==> src/rtl/sreg_pkg.sv <==
package sreg_pkg;
  localparam int CFG_W = 3;

  // bit 2: half-cycle advance, bit 1: drive on rising edge, bit 0: LSB first
  typedef struct packed {
    logic pha;
    logic pol;
    logic lsb_first;
  } port_cfg_t;

  typedef enum logic [1:0] {
    RS_IDLE = 2'd0,
    RS_GAP  = 2'd1,
    RS_DATA = 2'd2
  } rd_state_t;
endpackage

==> src/rtl/sreg_sync.sv <==
module sreg_sync #(
  parameter int            W       = 1,
  parameter int            STAGES  = 2,
  parameter logic [W-1:0]  RST_VAL = '0
) (
  input  logic         clk,
  input  logic         rst,
  input  logic [W-1:0] d,
  output logic [W-1:0] q
);
  logic [STAGES-1:0][W-1:0] stg;

  always_ff @(posedge clk) begin
    if (rst) stg <= {STAGES{RST_VAL}};
    else     stg <= {stg[STAGES-2:0], d};
  end

  assign q = stg[STAGES-1];
endmodule

==> src/rtl/sreg_shift.sv <==
module sreg_shift
  import sreg_pkg::*;
#(
  parameter int WORD_W = 16,
  parameter int CNT_W  = $clog2(WORD_W + 1)
) (
  input  logic              clk,
  input  logic              rst,
  input  logic              sclk_s,
  input  logic              sdi_s,
  input  logic              sel_n_s,
  input  port_cfg_t         cfg,
  input  logic [WORD_W-1:0] tx_word,
  output logic [WORD_W-1:0] rx_word,
  output logic              word_done,
  output logic              sel_rise,
  output logic              sdo_o,
  output logic              sdo_oe_o
);
  localparam int               IDX_W = $clog2(WORD_W);
  localparam logic [CNT_W-1:0] LAST  = CNT_W'(WORD_W);
  localparam logic [IDX_W-1:0] TOP   = IDX_W'(WORD_W - 1);

  logic             sclk_d, sel_d;
  logic             rise, fall, cap_on_rise, cap_edge, launch_edge, frame_start;
  logic [CNT_W-1:0] rx_cnt, tx_idx;
  logic [IDX_W-1:0] idx_lo, bit_idx;
  logic             first_bit, launch_bit;
  logic             sdo_q, oe_q, done_q;
  logic [WORD_W-1:0] rx_sr;

  always_ff @(posedge clk) begin
    if (rst) begin
      sclk_d <= 1'b0;
      sel_d  <= 1'b1;
    end else begin
      sclk_d <= sclk_s;
      sel_d  <= sel_n_s;
    end
  end

  always_comb begin
    rise        = sclk_s & ~sclk_d;
    fall        = ~sclk_s & sclk_d;
    // capture edge is rising when drive-edge choice equals advance choice
    cap_on_rise = (cfg.pol == cfg.pha);
    cap_edge    = cap_on_rise ? rise : fall;
    launch_edge = cap_on_rise ? fall : rise;
    frame_start = sel_d & ~sel_n_s;
    sel_rise    = sel_n_s & ~sel_d;
    idx_lo      = tx_idx[IDX_W-1:0];
    bit_idx     = cfg.lsb_first ? idx_lo : (TOP - idx_lo);
    launch_bit  = tx_word[bit_idx];
    first_bit   = cfg.lsb_first ? tx_word[0] : tx_word[WORD_W-1];
  end

  always_ff @(posedge clk) begin
    if (rst || sel_n_s) begin
      rx_cnt <= '0;
      tx_idx <= '0;
      sdo_q  <= 1'b0;
      oe_q   <= 1'b0;
      done_q <= 1'b0;
    end else begin
      oe_q   <= 1'b1;
      done_q <= 1'b0;
      if (frame_start) begin
        if (cfg.pha) begin
          sdo_q  <= first_bit;
          tx_idx <= CNT_W'(1);
        end else begin
          sdo_q  <= 1'b0;
          tx_idx <= '0;
        end
      end else begin
        if (launch_edge && (tx_idx < LAST)) begin
          sdo_q  <= launch_bit;
          tx_idx <= tx_idx + 1'b1;
        end
        if (cap_edge && (rx_cnt < LAST)) begin
          if (cfg.lsb_first) rx_sr <= {sdi_s, rx_sr[WORD_W-1:1]};
          else               rx_sr <= {rx_sr[WORD_W-2:0], sdi_s};
          rx_cnt <= rx_cnt + 1'b1;
          if (rx_cnt == LAST - 1'b1) done_q <= 1'b1;
        end
      end
    end
  end

  assign rx_word   = rx_sr;
  assign word_done = done_q;
  assign sdo_o     = sdo_q;
  assign sdo_oe_o  = oe_q;
endmodule

==> src/rtl/sreg_regs.sv <==
module sreg_regs
  import sreg_pkg::*;
#(
  parameter int ADDR_W    = 5,
  parameter int DATA_W    = 10,
  parameter int CTRL_ADDR = 31
) (
  input  logic              clk,
  input  logic              rst,
  input  logic              we,
  input  logic [ADDR_W-1:0] waddr,
  input  logic [DATA_W-1:0] wdata,
  input  logic [ADDR_W-1:0] raddr,
  output logic [DATA_W-1:0] rd_data,
  output port_cfg_t         ctrl
);
  localparam int               DEPTH  = 1 << ADDR_W;
  localparam logic [ADDR_W-1:0] CTRL_A = ADDR_W'(CTRL_ADDR);

  logic [DATA_W-1:0] mem [DEPTH];
  logic [DATA_W-1:0] mem_q;
  logic              hit_ctrl_q;

  // plain dual-port array with registered read: maps onto block RAM
  always_ff @(posedge clk) begin
    if (we) mem[waddr] <= wdata;
    mem_q <= mem[raddr];
  end

  always_ff @(posedge clk) begin
    if (rst) begin
      ctrl       <= '0;
      hit_ctrl_q <= 1'b0;
    end else begin
      if (we && (waddr == CTRL_A)) ctrl <= port_cfg_t'(wdata[CFG_W-1:0]);
      hit_ctrl_q <= (raddr == CTRL_A);
    end
  end

  assign rd_data = hit_ctrl_q ? {{(DATA_W-CFG_W){1'b0}}, ctrl} : mem_q;
endmodule

==> src/rtl/sreg_cmd.sv <==
module sreg_cmd
  import sreg_pkg::*;
#(
  parameter int ADDR_W = 5,
  parameter int DATA_W = 10,
  parameter int WORD_W = 1 + ADDR_W + DATA_W
) (
  input  logic              clk,
  input  logic              rst,
  input  logic              word_done,
  input  logic [WORD_W-1:0] rx_word,
  input  logic              sel_rise,
  input  port_cfg_t         ctrl,
  input  logic [DATA_W-1:0] rd_data,
  output logic              we,
  output logic [ADDR_W-1:0] waddr,
  output logic [DATA_W-1:0] wdata,
  output logic [ADDR_W-1:0] raddr,
  output logic [WORD_W-1:0] tx_word,
  output port_cfg_t         act_cfg,
  output rd_state_t         state
);
  logic              is_read;
  logic [ADDR_W-1:0] cmd_addr;

  assign is_read  = rx_word[WORD_W-1];
  assign cmd_addr = rx_word[WORD_W-2 -: ADDR_W];
  assign we       = word_done && (state != RS_GAP) && !is_read;
  assign waddr    = cmd_addr;
  assign wdata    = rx_word[DATA_W-1:0];

  always_ff @(posedge clk) begin
    if (rst) begin
      state   <= RS_IDLE;
      tx_word <= '0;
      raddr   <= '0;
      act_cfg <= '0;
    end else begin
      if (sel_rise) act_cfg <= ctrl;
      if (word_done) begin
        if (state == RS_GAP) begin
          state   <= RS_DATA;
          tx_word <= {{(WORD_W-DATA_W){1'b0}}, rd_data};
        end else begin
          tx_word <= '0;
          if (is_read) begin
            state <= RS_GAP;
            raddr <= cmd_addr;
          end else begin
            state <= RS_IDLE;
          end
        end
      end
    end
  end
endmodule

==> src/rtl/sreg_serial_slave.sv <==
module sreg_serial_slave
  import sreg_pkg::*;
#(
  parameter int ADDR_W      = 5,
  parameter int DATA_W      = 10,
  parameter int CTRL_ADDR   = 31,
  parameter int SYNC_STAGES = 2
) (
  input  logic clk,
  input  logic rst,
  input  logic sclk_i,
  input  logic sdi_i,
  input  logic sel_n_i,
  output logic sdo_o,
  output logic sdo_oe_o
);
  localparam int WORD_W = 1 + ADDR_W + DATA_W;

  logic              sclk_s, sdi_s, sel_n_s;
  logic [WORD_W-1:0] rx_word, tx_word;
  logic              word_done, sel_rise, we;
  logic [ADDR_W-1:0] waddr, raddr;
  logic [DATA_W-1:0] wdata, rd_data;
  port_cfg_t         ctrl, act_cfg;
  rd_state_t         rd_state;

  sreg_sync #(.W(3), .STAGES(SYNC_STAGES), .RST_VAL(3'b100)) sync_i (
    .clk(clk), .rst(rst),
    .d({sel_n_i, sdi_i, sclk_i}),
    .q({sel_n_s, sdi_s, sclk_s})
  );

  sreg_shift #(.WORD_W(WORD_W)) shift_i (
    .clk(clk), .rst(rst),
    .sclk_s(sclk_s), .sdi_s(sdi_s), .sel_n_s(sel_n_s),
    .cfg(act_cfg), .tx_word(tx_word),
    .rx_word(rx_word), .word_done(word_done), .sel_rise(sel_rise),
    .sdo_o(sdo_o), .sdo_oe_o(sdo_oe_o)
  );

  sreg_cmd #(.ADDR_W(ADDR_W), .DATA_W(DATA_W), .WORD_W(WORD_W)) cmd_i (
    .clk(clk), .rst(rst),
    .word_done(word_done), .rx_word(rx_word), .sel_rise(sel_rise),
    .ctrl(ctrl), .rd_data(rd_data),
    .we(we), .waddr(waddr), .wdata(wdata), .raddr(raddr),
    .tx_word(tx_word), .act_cfg(act_cfg), .state(rd_state)
  );

  sreg_regs #(.ADDR_W(ADDR_W), .DATA_W(DATA_W), .CTRL_ADDR(CTRL_ADDR)) regs_i (
    .clk(clk), .rst(rst),
    .we(we), .waddr(waddr), .wdata(wdata), .raddr(raddr),
    .rd_data(rd_data), .ctrl(ctrl)
  );
endmodule

==> config.mk <==
export PLATFORM = sky130hd
export DESIGN_NAME = sreg_serial_slave
export DESIGN_NICKNAME = d
export VERILOG_FILES = /design/src/rtl/sreg_pkg.sv /design/src/rtl/sreg_sync.sv /design/src/rtl/sreg_shift.sv /design/src/rtl/sreg_regs.sv /design/src/rtl/sreg_cmd.sv /design/src/rtl/sreg_serial_slave.sv
export SDC_FILE = /design/constraint.sdc
export NUM_CORES = 1
export LEC_CHECK = 0
export BUFFER_PORTS_ARGS = -buffer_cell sky130_fd_sc_hd__clkbuf_2
export CAP_MARGIN = 20
export CORE_MARGIN = 2
export CORE_UTILIZATION = 50
export DETAILED_ROUTE_END_ITERATION = 8
export GPL_TIMING_DRIVEN = 0
export PLACE_DENSITY = 0.65
export SETUP_SLACK_MARGIN = 0.1
export SYNTH_ARGS = -nofsm -noshare
export SYNTH_HDL_FRONTEND = slang
export SYNTH_SLANG_ARGS = --single-unit
==> constraint.sdc <==
create_clock -name clk -period 3.7 [get_ports clk]
set_input_delay 0.925 -clock clk [delete_from_list [all_inputs] [get_ports clk]]
set_output_delay 0.925 -clock clk [all_outputs]
set_load 0.03 [all_outputs]
==> results.txt <==
Period utilization - 0.8208
Layout cells sized above 1 - 0.2675
Outcome - complete, no violations
Synthesis-stage register bit count - 391
FF-to-FF Start - cmd_i.state[1]
Final instance area - 17170 um2
IO Pins - 7
Post-DR vias/cell - 5.865
Global-route wire length before repair - 46350 um
Pins Over Slew Limit - 0
Final ANT Viol Nets - 0
Ys async rst share - 0
Slew Limit Headroom - 0.2777
CTS HTree Levels - 2
Final WS setup - 663.1 ps
Clock-pin slew on the worst setup and hold paths - 60 ps
Cell count after synthesis - 754
Vias in the first global route - 7455
Worst hold slack - 419.5 ps
Highest routed layer - met4
Synthesized Nets - 762
RePlAce Congestion - 0.8399
Fin. Hold Viols - 0
Worst-path cell chain - nand2b_1 -> nor3b_1 -> or3b_2 -> clkbuf_1 -> nor2_1
Top cell type's share of synthesized area - 0.6668
Worst-case clock buffer depth - 3
Part of the Yosys area used for sequential elements - 0.7395
DPL Wire Length - 20980 um
Row count - 63
Routed WL - 30730 um
# fillers - 2171
Die area - 31670 um2
Crit. Startpoint - cmd_i.state[1]
Routed met1 length - 13370 um
Setup-failing EPs final - 0
Worst Path Required - 3840 ps
Measured slew at the worst slew-check pin - 1080 ps
Core area - 29720 um2
Via count - 7226
Hold WC Path Type - reg -> reg
Overflow after GRT - 0
Max Fclk - 329.3 MHz
CP Class - reg -> reg
Initial core utilization - 0.5092
Sum Neg Setup Slack - 0 ps
Top-count cell post-synth - edfxtp_1
Met2 WL post-DR - 14980 um
Dpl cells - 1158
Netlist cell types - 42
Die X - 178.0 um
Worst R2R Setup Slack - 660 ps
DRT iter0 DRCs - 598
Clock Skew - 14.61 ps
Post-CTS Repair Setup Buffers - 0
IO Port Bufs - 6
Max-Cap Viols - 0
Yosys top cell by area - edfxtp_1
Syn Area/Cell - 20.07 um2
List of most frequent post-synthesis cells - edfxtp_1, mux4_2, nor2_1, dfxtp_1, mux2_2
CP Capture Type - flip-flop
Post-layout util - 0.5777
Initial antenna violation count - 0
Met3 WL post-DR - 1452 um
Drt drc - 0
Worst-Skew Late Latency - 530 ps
Main synth FF type - edfxtp_1
Power Density - 496.3 nW/um2
All-Layer GR Usage - 0.2029
Dpl cell area - 15840 um2
Synthesis-to-finish area growth - 13.45%
CP arrival - 3180 ps
LEAKAGE - 5.320 nW
Clock period minus worst slack - 3037 ps
Max rail drop VDD - 318.7 uV
Clk root buf - clkbuf_16
# hold bufs at CTS - 0
CTS tree - built
Synthesized area - 15130 um2
Footprint of the multi-input gates - 3741 um2
CP startpoint kind - flip-flop
Sequential Area - 11190 um2
CTS-repair resized insts - 0
RSZ-0062 raised after global routing - no
Crit path max fanout - 10
Fin cells - 1232
Slowest cell delay on critical path - 890 ps
Drt pass-1 iters - 6
CTS sink cnt - 391
Die Y - 178.0 um
Crit path capture - regs_i.mem[8][3]
Power, Total - 8.520 mW
R2R cell count - 5
Synth warnings - 0
Final net count - 821
Largest cells by area after synthesis - edfxtp_1, mux4_2, dfxtp_1, mux2_2, nor2_1
Worst slack, placed - 655.0 ps
Cell with the largest stage delay on the worst path - nor2_1
Total CTS buffers - 39
DR WL/cell - 24.95 um
Crit Reg-Reg Endpoint - regs_i.mem[8][3]
Largest net degree at the start of global routing - 36
EDFF count, synth - 336
-- critical path: cells and delay by family, from the launching register on --
family / cells / cell delay, ps
DFF: 1 / 330
buffers and inverters: 1 / 270
and+or+nand+nor: 4 / 2050
-- layout make-up --
type	count	area share
sequential	391	0.6518
buffer	40	0.01057
tap	390	0.02842
multi-input combinational	318	0.2179
antenna	1	0.0001458
inverter	5	0.001093
clock inverter	21	0.01035
clock buffer	48	0.06129
timing repair buffer	18	0.01837
-- where the power goes --
part | switching, mW | leakage, nW | total (mW) | internal [mW]
Clock | 1.59 | 0.590 | 3.77 | 2.17
Combinational | 0.0172 | 1.26 | 0.0278 | 0.0106
Sequential | 0.00367 | 3.47 | 4.73 | 4.72
Total | 1.61 | 5.32 | 8.52 | 6.91
-- sequential cells by signal, indices dropped and copies added (netlist names) --
register / cells
regs_i.mem: 320
shift_i.rx_word: 16
cmd_i.tx_word: 10
regs_i.mem_q: 10
cmd_i.raddr: 5
shift_i.rx_cnt: 5
shift_i.tx_idx: 5
cmd_i.act_cfg: 3
regs_i.ctrl: 3
sync_i.q: 3
sync_i.stg: 3
cmd_i.state: 2
regs_i.hit_ctrl_q: 1
shift_i.sclk_d: 1
shift_i.sdo_o: 1
shift_i.sdo_oe_o: 1
shift_i.sel_d: 1
shift_i.word_done: 1
-- logic make-up (layout without fill, tap and decap cells) --
logic type	after synthesis	count (layout)	synth area share
AND/OR/NAND/NOR	127	127	0.04151
other	0	1	0
flip-flops	391	391	0.7395
XOR/XNOR	7	7	0.004052
adder cells (fa/ha/maj)	3	3	0.002481
buffers and inverters	45	132	0.01323
AO/OA/AOI/OAI	29	29	0.01340
multiplexers	152	152	0.1858
-- how the worst min path moves through the flow --
stage,to,slack [ps],startpoint,cells past startpoint
floorplan,sync_i.q[2],390,sync_i.stg[2],1
global placement,sync_i.q[2],400,sync_i.stg[2],1
detailed placement,sync_i.q[2],390,sync_i.stg[2],1
CTS,sync_i.q[2],420,sync_i.stg[2],1
global route,sync_i.q[2],430,sync_i.stg[2],1
finish,sync_i.q[2],420,sync_i.stg[2],1
-- routing by layer --
layer	track usage	vias up
met5	0	-
met3	0.02678	52
li1	-	3177
met4	0.06967	0
met2	0.3262	199
met1	0.2895	3798
-- placed cells by master, fill, tap and decap left out, types with 4 or more instances in the layout --
master      instances
buf_16              9
a22oi_1            10
nor2b_1            10
or2_2               4
nor2_1             67
nand3b_1            6
xor2_1              4
edfxtp_1          336
nand2_1             8
mux2_2             31
dfxtp_1            55
buf_2               4
inv_1               5
clkbuf_2            6
buf_4               5
nor3b_1             6
or3b_2              5
mux2i_1            21
a21oi_1             4
clkbuf_1           28
clkinv_2            6
nand3_1             7
clkbuf_16          41
mux4_2            100
clkinv_1            5
clkinvlp_4          5
buf_1               9
Power figures use the tool's default switching activity.
